--- src/rtl/i2cm_pkg.sv ---
package i2cm_pkg;
    // control register bit positions (software visible)
    localparam int CB_ACK   = 2;
    localparam int CB_IFLG  = 3;
    localparam int CB_STOP  = 4;
    localparam int CB_START = 5;
    localparam int CB_EN    = 6;
    localparam int CB_IEN   = 7;

    localparam logic [7:0] ST_START   = 8'h08;
    localparam logic [7:0] ST_RSTART  = 8'h10;
    localparam logic [7:0] ST_AW_ACK  = 8'h18;
    localparam logic [7:0] ST_AW_NAK  = 8'h20;
    localparam logic [7:0] ST_DW_ACK  = 8'h28;
    localparam logic [7:0] ST_DW_NAK  = 8'h30;
    localparam logic [7:0] ST_ARB     = 8'h38;
    localparam logic [7:0] ST_AR_ACK  = 8'h40;
    localparam logic [7:0] ST_AR_NAK  = 8'h48;
    localparam logic [7:0] ST_DR_ACK  = 8'h50;
    localparam logic [7:0] ST_DR_NAK  = 8'h58;
    localparam logic [7:0] ST_IDLE    = 8'hF8;

    typedef enum logic [2:0] {OP_NONE, OP_START, OP_STOP, OP_WRITE, OP_READ} op_e;
    typedef enum logic [2:0] {K_START, K_RSTART, K_ADDR, K_WDATA, K_RDATA, K_STOP} step_e;
endpackage

--- src/rtl/i2cm_bit_engine.sv ---
module i2cm_bit_engine
    import i2cm_pkg::*;
#(
    parameter int DW = 8
) (
    input  logic          clk,
    input  logic          rst_n,
    input  logic          srst,
    input  logic          tick,
    input  logic          go,
    input  op_e           op,
    input  logic [DW-1:0] tx_byte,
    input  logic          ack_drive,
    input  logic          sda_i,
    output logic          done,
    output logic          arb_lost,
    output logic          ack_seen,
    output logic [DW-1:0] rx_byte,
    output logic          scl_oe,
    output logic          sda_oe
);
    localparam int BW = $clog2(DW + 1);

    typedef struct packed {
        logic          active;
        op_e           op;
        logic [1:0]    qtr;
        logic [BW-1:0] bitn;
        logic [DW-1:0] sh;
        logic          ackd;
        logic          scl_low;
        logic          sda_low;
        logic          done;
        logic          arb;
        logic          acked;
    } eng_s;

    eng_s q, n;
    logic last, wr;

    always_comb begin
        n      = q;
        n.done = 1'b0;
        n.arb  = 1'b0;
        last   = (q.bitn == BW'(DW));
        wr     = (q.op == OP_WRITE);
        if (!q.active) begin
            if (go) begin
                n.active = 1'b1;
                n.op     = op;
                n.qtr    = 2'd0;
                n.bitn   = '0;
                n.sh     = tx_byte;
                n.ackd   = ack_drive;
            end
        end else if (tick) begin
            n.qtr = q.qtr + 2'd1;
            case (q.op)
                OP_START: begin
                    case (q.qtr)
                        2'd0: n.sda_low = 1'b0;
                        2'd1: n.scl_low = 1'b0;
                        2'd2: n.sda_low = 1'b1;
                        default: begin n.scl_low = 1'b1; n.active = 1'b0; n.done = 1'b1; end
                    endcase
                end
                OP_STOP: begin
                    case (q.qtr)
                        2'd0: n.sda_low = 1'b1;
                        2'd1: n.scl_low = 1'b0;
                        2'd2: n.sda_low = 1'b0;
                        default: begin n.active = 1'b0; n.done = 1'b1; end
                    endcase
                end
                default: begin
                    case (q.qtr)
                        2'd0: begin
                            n.scl_low = 1'b1;
                            n.sda_low = wr ? (!last && !q.sh[DW-1]) : (last && q.ackd);
                        end
                        2'd1: n.scl_low = 1'b0;
                        2'd2: begin
                            if (wr && !last && q.sh[DW-1] && !sda_i) begin
                                n.scl_low = 1'b0;
                                n.sda_low = 1'b0;
                                n.active  = 1'b0;
                                n.done    = 1'b1;
                                n.arb     = 1'b1;
                            end else if (last) begin
                                n.acked = !sda_i;
                            end else begin
                                n.sh = {q.sh[DW-2:0], sda_i};
                            end
                        end
                        default: begin
                            n.scl_low = 1'b1;
                            if (last) begin
                                n.active = 1'b0;
                                n.done   = 1'b1;
                            end else begin
                                n.bitn = q.bitn + BW'(1);
                            end
                        end
                    endcase
                end
            endcase
        end
        if (srst) n = '0;
    end

    always_ff @(posedge clk or negedge rst_n) begin
        if (!rst_n) q <= '0;
        else        q <= n;
    end

    assign done     = q.done;
    assign arb_lost = q.arb;
    assign ack_seen = q.acked;
    assign rx_byte  = q.sh;
    assign scl_oe   = q.scl_low;
    assign sda_oe   = q.sda_low;
endmodule

--- src/rtl/i2cm_status_enc.sv ---
module i2cm_status_enc
    import i2cm_pkg::*;
(
    input  step_e       kind,
    input  logic        dir_read,
    input  logic        acked,
    input  logic        ack_sent,
    input  logic        arb,
    output logic [7:0]  code
);
    always_comb begin
        if (arb) begin
            code = ST_ARB;
        end else begin
            case (kind)
                K_START:  code = ST_START;
                K_RSTART: code = ST_RSTART;
                K_ADDR:   code = dir_read ? (acked ? ST_AR_ACK : ST_AR_NAK)
                                          : (acked ? ST_AW_ACK : ST_AW_NAK);
                K_WDATA:  code = acked ? ST_DW_ACK : ST_DW_NAK;
                K_RDATA:  code = ack_sent ? ST_DR_ACK : ST_DR_NAK;
                default:  code = ST_IDLE;
            endcase
        end
    end
endmodule

--- src/rtl/i2cm_byte_master.sv ---
module i2cm_byte_master
    import i2cm_pkg::*;
#(
    parameter int DW = 8
) (
    input  logic          clk,
    input  logic          rst_n,
    input  logic          soft_rst,
    input  logic          bit_tick,
    input  logic          ctrl_we,
    input  logic [7:0]    ctrl_wdata,
    input  logic          data_we,
    input  logic [DW-1:0] data_wdata,
    output logic [7:0]    ctrl_rdata,
    output logic [DW-1:0] data_rdata,
    output logic [7:0]    status_code,
    output logic          irq,
    output logic          scl_oe,
    output logic          sda_oe,
    input  logic          sda_i
);
    typedef struct packed {
        logic [7:0]    ctrl;
        logic [DW-1:0] data;
        logic [7:0]    status;
        logic          owned;
        logic          busy;
        step_e         kind;
        logic          ackl;
    } top_s;

    localparam top_s RST_VAL = '{ctrl: 8'h00, data: '0, status: ST_IDLE,
                                 owned: 1'b0, busy: 1'b0, kind: K_START, ackl: 1'b0};

    top_s q, n;
    logic go;
    op_e op;
    logic eng_done, eng_arb, eng_acked;
    logic [DW-1:0] eng_rx;
    logic [7:0] enc_code;

    i2cm_bit_engine #(.DW(DW)) eng_i (
        .clk(clk), .rst_n(rst_n), .srst(soft_rst), .tick(bit_tick),
        .go(go), .op(op), .tx_byte(q.data), .ack_drive(q.ctrl[CB_ACK]),
        .sda_i(sda_i), .done(eng_done), .arb_lost(eng_arb), .ack_seen(eng_acked),
        .rx_byte(eng_rx), .scl_oe(scl_oe), .sda_oe(sda_oe)
    );

    i2cm_status_enc enc_i (
        .kind(q.kind), .dir_read(q.data[0]), .acked(eng_acked),
        .ack_sent(q.ackl), .arb(eng_arb), .code(enc_code)
    );

    always_comb begin
        n  = q;
        go = 1'b0;
        op = OP_NONE;
        if (ctrl_we) begin
            n.ctrl          = ctrl_wdata;
            n.ctrl[CB_IFLG] = q.ctrl[CB_IFLG] & ctrl_wdata[CB_IFLG];
        end
        if (data_we) n.data = data_wdata;

        if (q.busy) begin
            if (eng_done) begin
                n.busy   = 1'b0;
                n.status = enc_code;
                if (q.kind == K_STOP) begin
                    n.ctrl[CB_STOP] = 1'b0;
                    n.owned         = 1'b0;
                end else begin
                    n.ctrl[CB_IFLG] = 1'b1;
                    n.owned         = !eng_arb;
                    if (q.kind == K_START || q.kind == K_RSTART) n.ctrl[CB_START] = 1'b0;
                    if (q.kind == K_RDATA && !eng_arb) n.data = eng_rx;
                end
            end
        end else if (!q.ctrl[CB_IFLG]) begin
            if (!q.owned) n.status = ST_IDLE;
            if (q.ctrl[CB_EN]) begin
                if (!q.owned) begin
                    if (q.ctrl[CB_START]) begin go = 1'b1; op = OP_START; n.kind = K_START; end
                end else if (q.ctrl[CB_STOP]) begin
                    go = 1'b1; op = OP_STOP; n.kind = K_STOP;
                end else if (q.ctrl[CB_START]) begin
                    go = 1'b1; op = OP_START; n.kind = K_RSTART;
                end else begin
                    case (q.status)
                        ST_START, ST_RSTART: begin go = 1'b1; op = OP_WRITE; n.kind = K_ADDR;  end
                        ST_AW_ACK, ST_DW_ACK: begin go = 1'b1; op = OP_WRITE; n.kind = K_WDATA; end
                        ST_AR_ACK, ST_DR_ACK: begin go = 1'b1; op = OP_READ;  n.kind = K_RDATA; end
                        default: ;
                    endcase
                end
            end
            if (go) begin
                n.busy = 1'b1;
                n.ackl = q.ctrl[CB_ACK];
            end
        end
        if (soft_rst) n = RST_VAL;
    end

    always_ff @(posedge clk or negedge rst_n) begin
        if (!rst_n) q <= RST_VAL;
        else        q <= n;
    end

    assign ctrl_rdata  = q.ctrl;
    assign data_rdata  = q.data;
    assign status_code = q.status;
    assign irq         = q.ctrl[CB_IFLG] & q.ctrl[CB_IEN];
endmodule

--- config.mk ---
export PLATFORM = sky130hd
export DESIGN_NAME = i2cm_byte_master
export DESIGN_NICKNAME = d
export VERILOG_FILES = /design/src/rtl/i2cm_pkg.sv /design/src/rtl/i2cm_bit_engine.sv /design/src/rtl/i2cm_status_enc.sv /design/src/rtl/i2cm_byte_master.sv
export SDC_FILE = /design/constraint.sdc
export NUM_CORES = 1
export LEC_CHECK = 0
export BUFFER_PORTS_ARGS = -buffer_cell sky130_fd_sc_hd__buf_2
export CAP_MARGIN = 5
export CORE_ASPECT_RATIO = 1.2
export CORE_MARGIN = 2
export CORE_UTILIZATION = 25
export DETAILED_ROUTE_END_ITERATION = 8
export PLACE_DENSITY_LB_ADDON = 0.12
export RECOVER_POWER = 50
export SLEW_MARGIN = 20
export SYNTH_ARGS = -nofsm -noshare
export SYNTH_HDL_FRONTEND = slang
export SYNTH_SLANG_ARGS = --single-unit
--- constraint.sdc ---
create_clock -name clk -period 2.85 [get_ports clk]
set_input_delay 0.285 -clock clk [delete_from_list [all_inputs] [get_ports clk]]
set_output_delay 0.285 -clock clk [all_outputs]
set_load 0.02 [all_outputs]
* After elaboration in Yosys (flattened, before gate mapping)
Index checks and enable logic that the tools add are counted.
W data, S select, Z words.
** Storage, ports and cells
- Output and inout port bits :: 27
- Register bits :: 54
- Word-level logic and storage cells :: 195
** Operators by class
- Add/sub/neg operators :: 2
- Reductions and logical operators :: 47
- Bitwise gates (word level) :: 2
- Equality and inequality tests :: 34
- Multiplexer cells :: 91
** Operators by type and width (number)
- $mux W8 :: 13
- $mux W3 :: 14
- $pmux W8 S5 :: 1
- $mux W1 :: 33
- $mux W30 :: 1
- $ne A3 B3 Y1 const B :: 10
- $mux W14 :: 2
- $mux W24 :: 1
- $mux W4 :: 6
- $mux W5 :: 4
- $reduce_bool A2 Y1 :: 10
- $mux W19 :: 1
- $mux W18 :: 1
- $eq A8 B5 Y1 const B :: 2
- $eq A8 B7 Y1 const B :: 2
- $reduce_and A5 Y1 :: 3
- $pmux W1 S2 :: 7
- $eq A3 B2 Y1 const B :: 4
- $mux W12 :: 1
- $pmux W3 S2 :: 2
- $reduce_and A6 Y1 :: 2
- $reduce_or A2 Y1 :: 6
- $pmux W3 S3 :: 1
- $reduce_bool A3 Y1 :: 3
- other kinds (28) :: 46

* Logic depth before layout (Yosys ltp)
- Depth after elaboration :: 14
- Mapped depth :: 7
- Gate-level depth less buffers :: 7

* Modules after synthesis
From an unflattened synthesis, not the netlist that was laid out.
** Unflattened totals
- Cell total of the unflattened synthesis :: 346
- Area total of the unflattened synthesis :: 3344.5 µm²
** By module, submodules not included
- i2cm_byte_master :: area each 1682.9 µm², seq. area each 757.0 µm², cells each 167, instances 1
- i2cm_bit_engine :: area each 1501.4 µm², seq. area each 600.6 µm², cells each 153, instances 1
- i2cm_status_enc :: area each 160.2 µm², seq. area each 0.0 µm², cells each 26, instances 1

* Worst setup path after synthesis
Ideal clock, no wire load.
- Kind :: reg-to-reg
- Start :: reg q, in the netlist status_code[6]
- End :: reg eng_i.q, in the netlist eng_i.rx_byte[0]
- Setup slack :: 0.926 ns
- Setup time :: 0.125 ns
- Clock period less this slack :: 1.924 ns
- Arrival :: 1.799 ns
- Buffers on the path :: 1
- Stages on the path, launching flop included :: 7
- Required time :: 2.725 ns
- Cells stage by stage :: dfstp_2 > nor4b_2 > nand2b_2 > o21ba_2 > buf_6 > a2bb2oi_4 > mux2_2
** On the way
- Cells in the longest elaborated chain, start to end :: 13
- Elaborated cells between the ends (all ways) :: 18
** Ends and longest elaborated chain
- start: declaration :: RTL line i2cm_byte_master.sv:35 : top_s q, n;
- start signal: assignment :: RTL line i2cm_byte_master.sv:106 : else q <= n;
- $eq A8 B7 Y1, or another cell as far along :: RTL line i2cm_byte_master.sv:88 : case (q.status)
- $reduce_or A6 Y1 (no source line) (*)
- $mux W1 (*) :: RTL line i2cm_byte_master.sv:88
- $mux W1 (*) :: RTL line i2cm_byte_master.sv:85 : end else if (q.ctrl[CB_START]) begin
- $mux W1 (*) :: RTL line i2cm_byte_master.sv:83 : end else if (q.ctrl[CB_STOP]) begin
- $mux W1 (*) :: RTL line i2cm_byte_master.sv:81 : if (!q.owned) begin
- $mux W1 (*) :: RTL line i2cm_byte_master.sv:80 : if (q.ctrl[CB_EN]) begin
- $mux W1 (*) :: RTL line i2cm_byte_master.sv:78 : end else if (!q.ctrl[CB_IFLG]) begin
- $mux W1 (*) :: RTL line i2cm_byte_master.sv:64 : if (q.busy) begin
- $mux W1 (*) :: RTL line i2cm_byte_master.sv:78
- $mux W1 (*) :: RTL line i2cm_byte_master.sv:64
- $reduce_bool A3 Y1 (no source line) (*)
- $reduce_and A6 Y1 (no source line) (*)
- end signal: assignment :: RTL line i2cm_bit_engine.sv:113 : else q <= n;
- end: declaration :: RTL line i2cm_bit_engine.sv:38 : eng_s q, n;
Every way passes the cells marked *; elsewhere a longest branch is shown, timed or not. The select of a mux whose other input is x is not followed.
A chain may end at the register's enable or synchronous reset.

* Worst setup path in the final report
- Start :: in soft_rst
- End :: reg eng_i.q, in the netlist eng_i.rx_byte[1]
** On the way
- Cells in the longest elaborated chain, start to end :: 2
- Elaborated cells between the ends (all ways) :: 8
** Ends and longest elaborated chain
- start: declaration :: RTL line i2cm_byte_master.sv:8 : input logic soft_rst,
- $ne A3 B3 Y1 (no source line) or $reduce_bool A3 Y1 (tied branches)
- $reduce_and A6 Y1 (no source line)
Parallel ways exist; a longest one is shown, timed or not.

==> impl_metrics.py <==
metrics = {
    "detailed_routing": {
        "post_drt_wl_per_cell_um": 15.99,
        "drtAntennaViolNets": 0,
        "drt-initial-drc-count": 82,
        "vias_per_cell": 4.802,
        "vias": 2454,
        "drc_errors": 0,
        "wl_um": 8169,
        "dr.pass1.iters": 4,
    },
    "sta": {
        "drv_slew": 0,
        "tightest_slew_ps": 1391,
        "skew_ps": 12.94,
        "hold_viol_final": 0,
        "finalSetupTns_ps": 0,
        "relSlewSlack_pct": 7.299,
        "min_period_ps": 2208,
        "rsz0062_at_grt": "no",
        "finalSetupViolCount": 0,
        "max_freq_mhz": 452.8,
        "period_share_pct": 77.49,
    },
    "pwr": {
        "power.total_w": 0.001517,
        "peakVddDrop_uv": 264.6,
        "p_per_area_nw_per_um2": 436.6,
        "leakage_nw": 1.489,
    },
    "worst_setup_path": {
        "cp.required_ps": 3040,
        "r2r_end": "eng_i.rx_byte[1]",
        "critPathTopFamily": "buffers and inverters",
        "rr_startpoint": "status_code[3]",
        "path_buf_inv": 2,
        "critPathLaunchType": "input port",
        "path_cells": "clkbuf_1, nor2_1, buf_4, a2bb2oi_4, mux2_2",
        "cp-end-kind": "flop",
        "r2r_cells": 5,
        "rrSetupSlack_ps": 710,
        "crit_cells": 5,
        "critPathMaxFanout": 23,
        "worstPathArrival_ps": 2400,
        "slowest_stage": "clkbuf_1",
        "cp-endpoint": "eng_i.rx_byte[1]",
        "cp_slowest_stage_delay_ps": 850,
        "crit_start": "soft_rst",
        "worstSetupPathType": "in -> reg",
    },
    "placed_design": {
        "dpl.hpwl_um": 6084,
        "placed_area_um2": 3342,
        "io_buffers": 46,
        "dp.cells": 503,
        "gp_congestion": 0.8088,
    },
    "clock_tree": {
        "cts_setup_buffers": 0,
        "insertion_delay_ps": 300,
        "htree_levels": 2,
        "cts-buffers-inserted": 5,
        "ctsHoldBuffers": 0,
        "cts_resized": 0,
        "clk_path_buf_depth": 2,
        "cts_root_buffer": "clkbuf_16",
        "cts_tree": "built",
        "clkTransAtPathRegs_ps": 80,
        "cts_sinks": 51,
    },
    "yosys": {
        "ys_ff_latch": 51,
        "synth-edff-count": 0,
        "yosysSeqAreaShare_pct": 41.30,
        "syn_area_um2": 3105,
        "yosys-top-cells-area": "dfrtp_1 37%, buf_4 5.8%, mux2i_1 5.5%",
        "synth_cell_types": 52,
        "synthAdderAreaFrac_pct": 3.223,
        "ys_async_sr_fraction_pct": 100.0,
        "synthMuxAreaShare_pct": 10.56,
        "synthTopCellsByCount": "46 x dfrtp_1, 38 x nor2_1, 24 x buf_4, 23 x a21oi_1, 20 x nand2_1",
        "yosysMostFrequentCell": "dfrtp_1",
        "synth_top_cell_by_area": "dfrtp_1",
        "ys_warn_count": 0,
        "netlist.area_leader.share_pct": 37.07,
        "synth-compound-area-share_pct": 17.57,
        "ys.flop_type": "dfrtp_1",
        "synth_xor_area_share_pct": 1.128,
        "avgSynthCellArea_um2": 9.468,
        "synthCells": 328,
        "synth-simple-area-share_pct": 16.08,
        "synth_top_family_by_area": "compound AO/OA/AOI/OAI gates",
    },
    "hold_path": {
        "worstHoldPathType": "in -> reg",
    },
    "grt": {
        "use_met1_pct": 16.28,
        "met3_usage_pct": 2.070,
        "antenna_found_initial": 0,
        "grt_pass1_wl_um": 13320,
        "grt_busiest_layer": "met2",
        "grtUsageTotal_pct": 12.67,
        "grt_pass1_vias": 2467,
        "grt_max_degree": 25,
        "met2_usage_pct": 22.01,
        "grt.overflow.total": 0,
    },
    "floorplan": {
        "die-area_um2": 13330,
        "io_pins": 50,
        "start_util_pct": 25.64,
        "coreArea_um2": 12110,
        "die_w_um": 105.7,
        "row_count": 44,
        "fp.dieH_um": 126.1,
    },
    "run": {
        "drv_cap": 0,
    },
    "cells_and_area": {
        "final_nets": 380,
        "layoutNonFillerInstCount": 511,
        "drive_above_1_share_pct": 22.86,
        "final_area_um2": 3475,
        "antennaDiodeCount": 0,
        "finish.utilization_pct": 28.69,
        "syn2layout_area_growth_pct": 11.89,
    },
    "run_status": {
        "outcome": "completed",
    },
}
[layer usage]
layer / wire length (µm) / up-vias
li1: - / 1193
met1: 3712 / 1207
met2: 4141 / 50
met3: 240 / 4
met4: 74 / 0
met5: 0 / -
[worst min-delay path by stage]
| stage | cells after the start | startpoint | slack (ps) | to |
|---|---|---|---|---|
| floorplan | 0 | rst_n | -10 | ctrl_rdata[0] |
| global placement | 1 | rst_n | 320 | eng_i.sda_oe |
| detailed placement | 1 | rst_n | 330 | eng_i.sda_oe |
| CTS | 1 | rst_n | 6 | eng_i.rx_byte[7] |
| global route | 3 | ctrl_wdata[6] | 250 | ctrl_rdata[6] |
| finish | 3 | ctrl_wdata[0] | 230 | ctrl_rdata[0] |
[where the power goes]
group / internal [W] / switching [W] / total, W
Clock: 0.000336 / 0.000299 / 0.000634
Sequential: 0.000736 / 0.0000146 / 0.000751
Combinational: 0.0000455 / 0.0000861 / 0.000132
Total: 0.00112 / 0.000399 / 0.00152
[sequential cells by signal, summed over array words and instances (netlist names)]
register and flops:
ctrl_rdata 8, data_rdata 8, eng_i.ack_seen 1, eng_i.arb_lost 1, eng_i.done 1, eng_i.q 11
eng_i.rx_byte 8, eng_i.scl_oe 1, eng_i.sda_oe 1, q 6, status_code 5
[placed cells by master (no fill, tap or decap), drive strengths merged, types with 2 or more instances in the layout]
master,instances
a211oi,8
a21oi,23
a311oi,4
a31oi,3
a32o,8
buf,43
clkbuf,15
conb,3
dfrtp,46
dfstp,5
ha,8
inv,17
mux2,14
mux2i,17
nand2,20
nand2b,9
nand3,8
nand4,3
nor2,38
nor3,9
nor4,3
o211ai,2
o21a,3
o21ai,10
o22a,2
o22ai,3
or2,2
or4,2
xnor2,3
[final cells by class]
| cell class | count | area [µm²] |
|---|---|---|
| fill | 1318 | 8637 |
| multi-input combinational | 223 | 1519 |
| sequential | 51 | 1282 |
| timing repair buffer | 53 | 262.8 |
| tap | 161 | 201.4 |
| clock buffer | 5 | 125.1 |
| inverter | 15 | 56.30 |
| clock inverter | 3 | 27.53 |
[stage by stage]
stage               hold WS, ps  worst slack, ps
floorplan                -10.59            925.8
global placement          323.8            716.0
detailed placement        330.4            683.3
CTS                       6.095            669.1
global route              246.9            466.0
finish                    233.0            641.7
[tightest hold or removal path, cell delays in order]
cell     delay, ps
buf_2           80
mux2i_1         60
nor2_1          80
[kinds of logic after synthesis]
logic type | after synthesis
simple gates | 101
compound gates | 76
buf+inv | 56
flops | 51
mux | 31
fa+ha+maj | 8
xor+xnor | 4
other cells | 1
No activity file was read; power rests on OpenSTA's default activity.
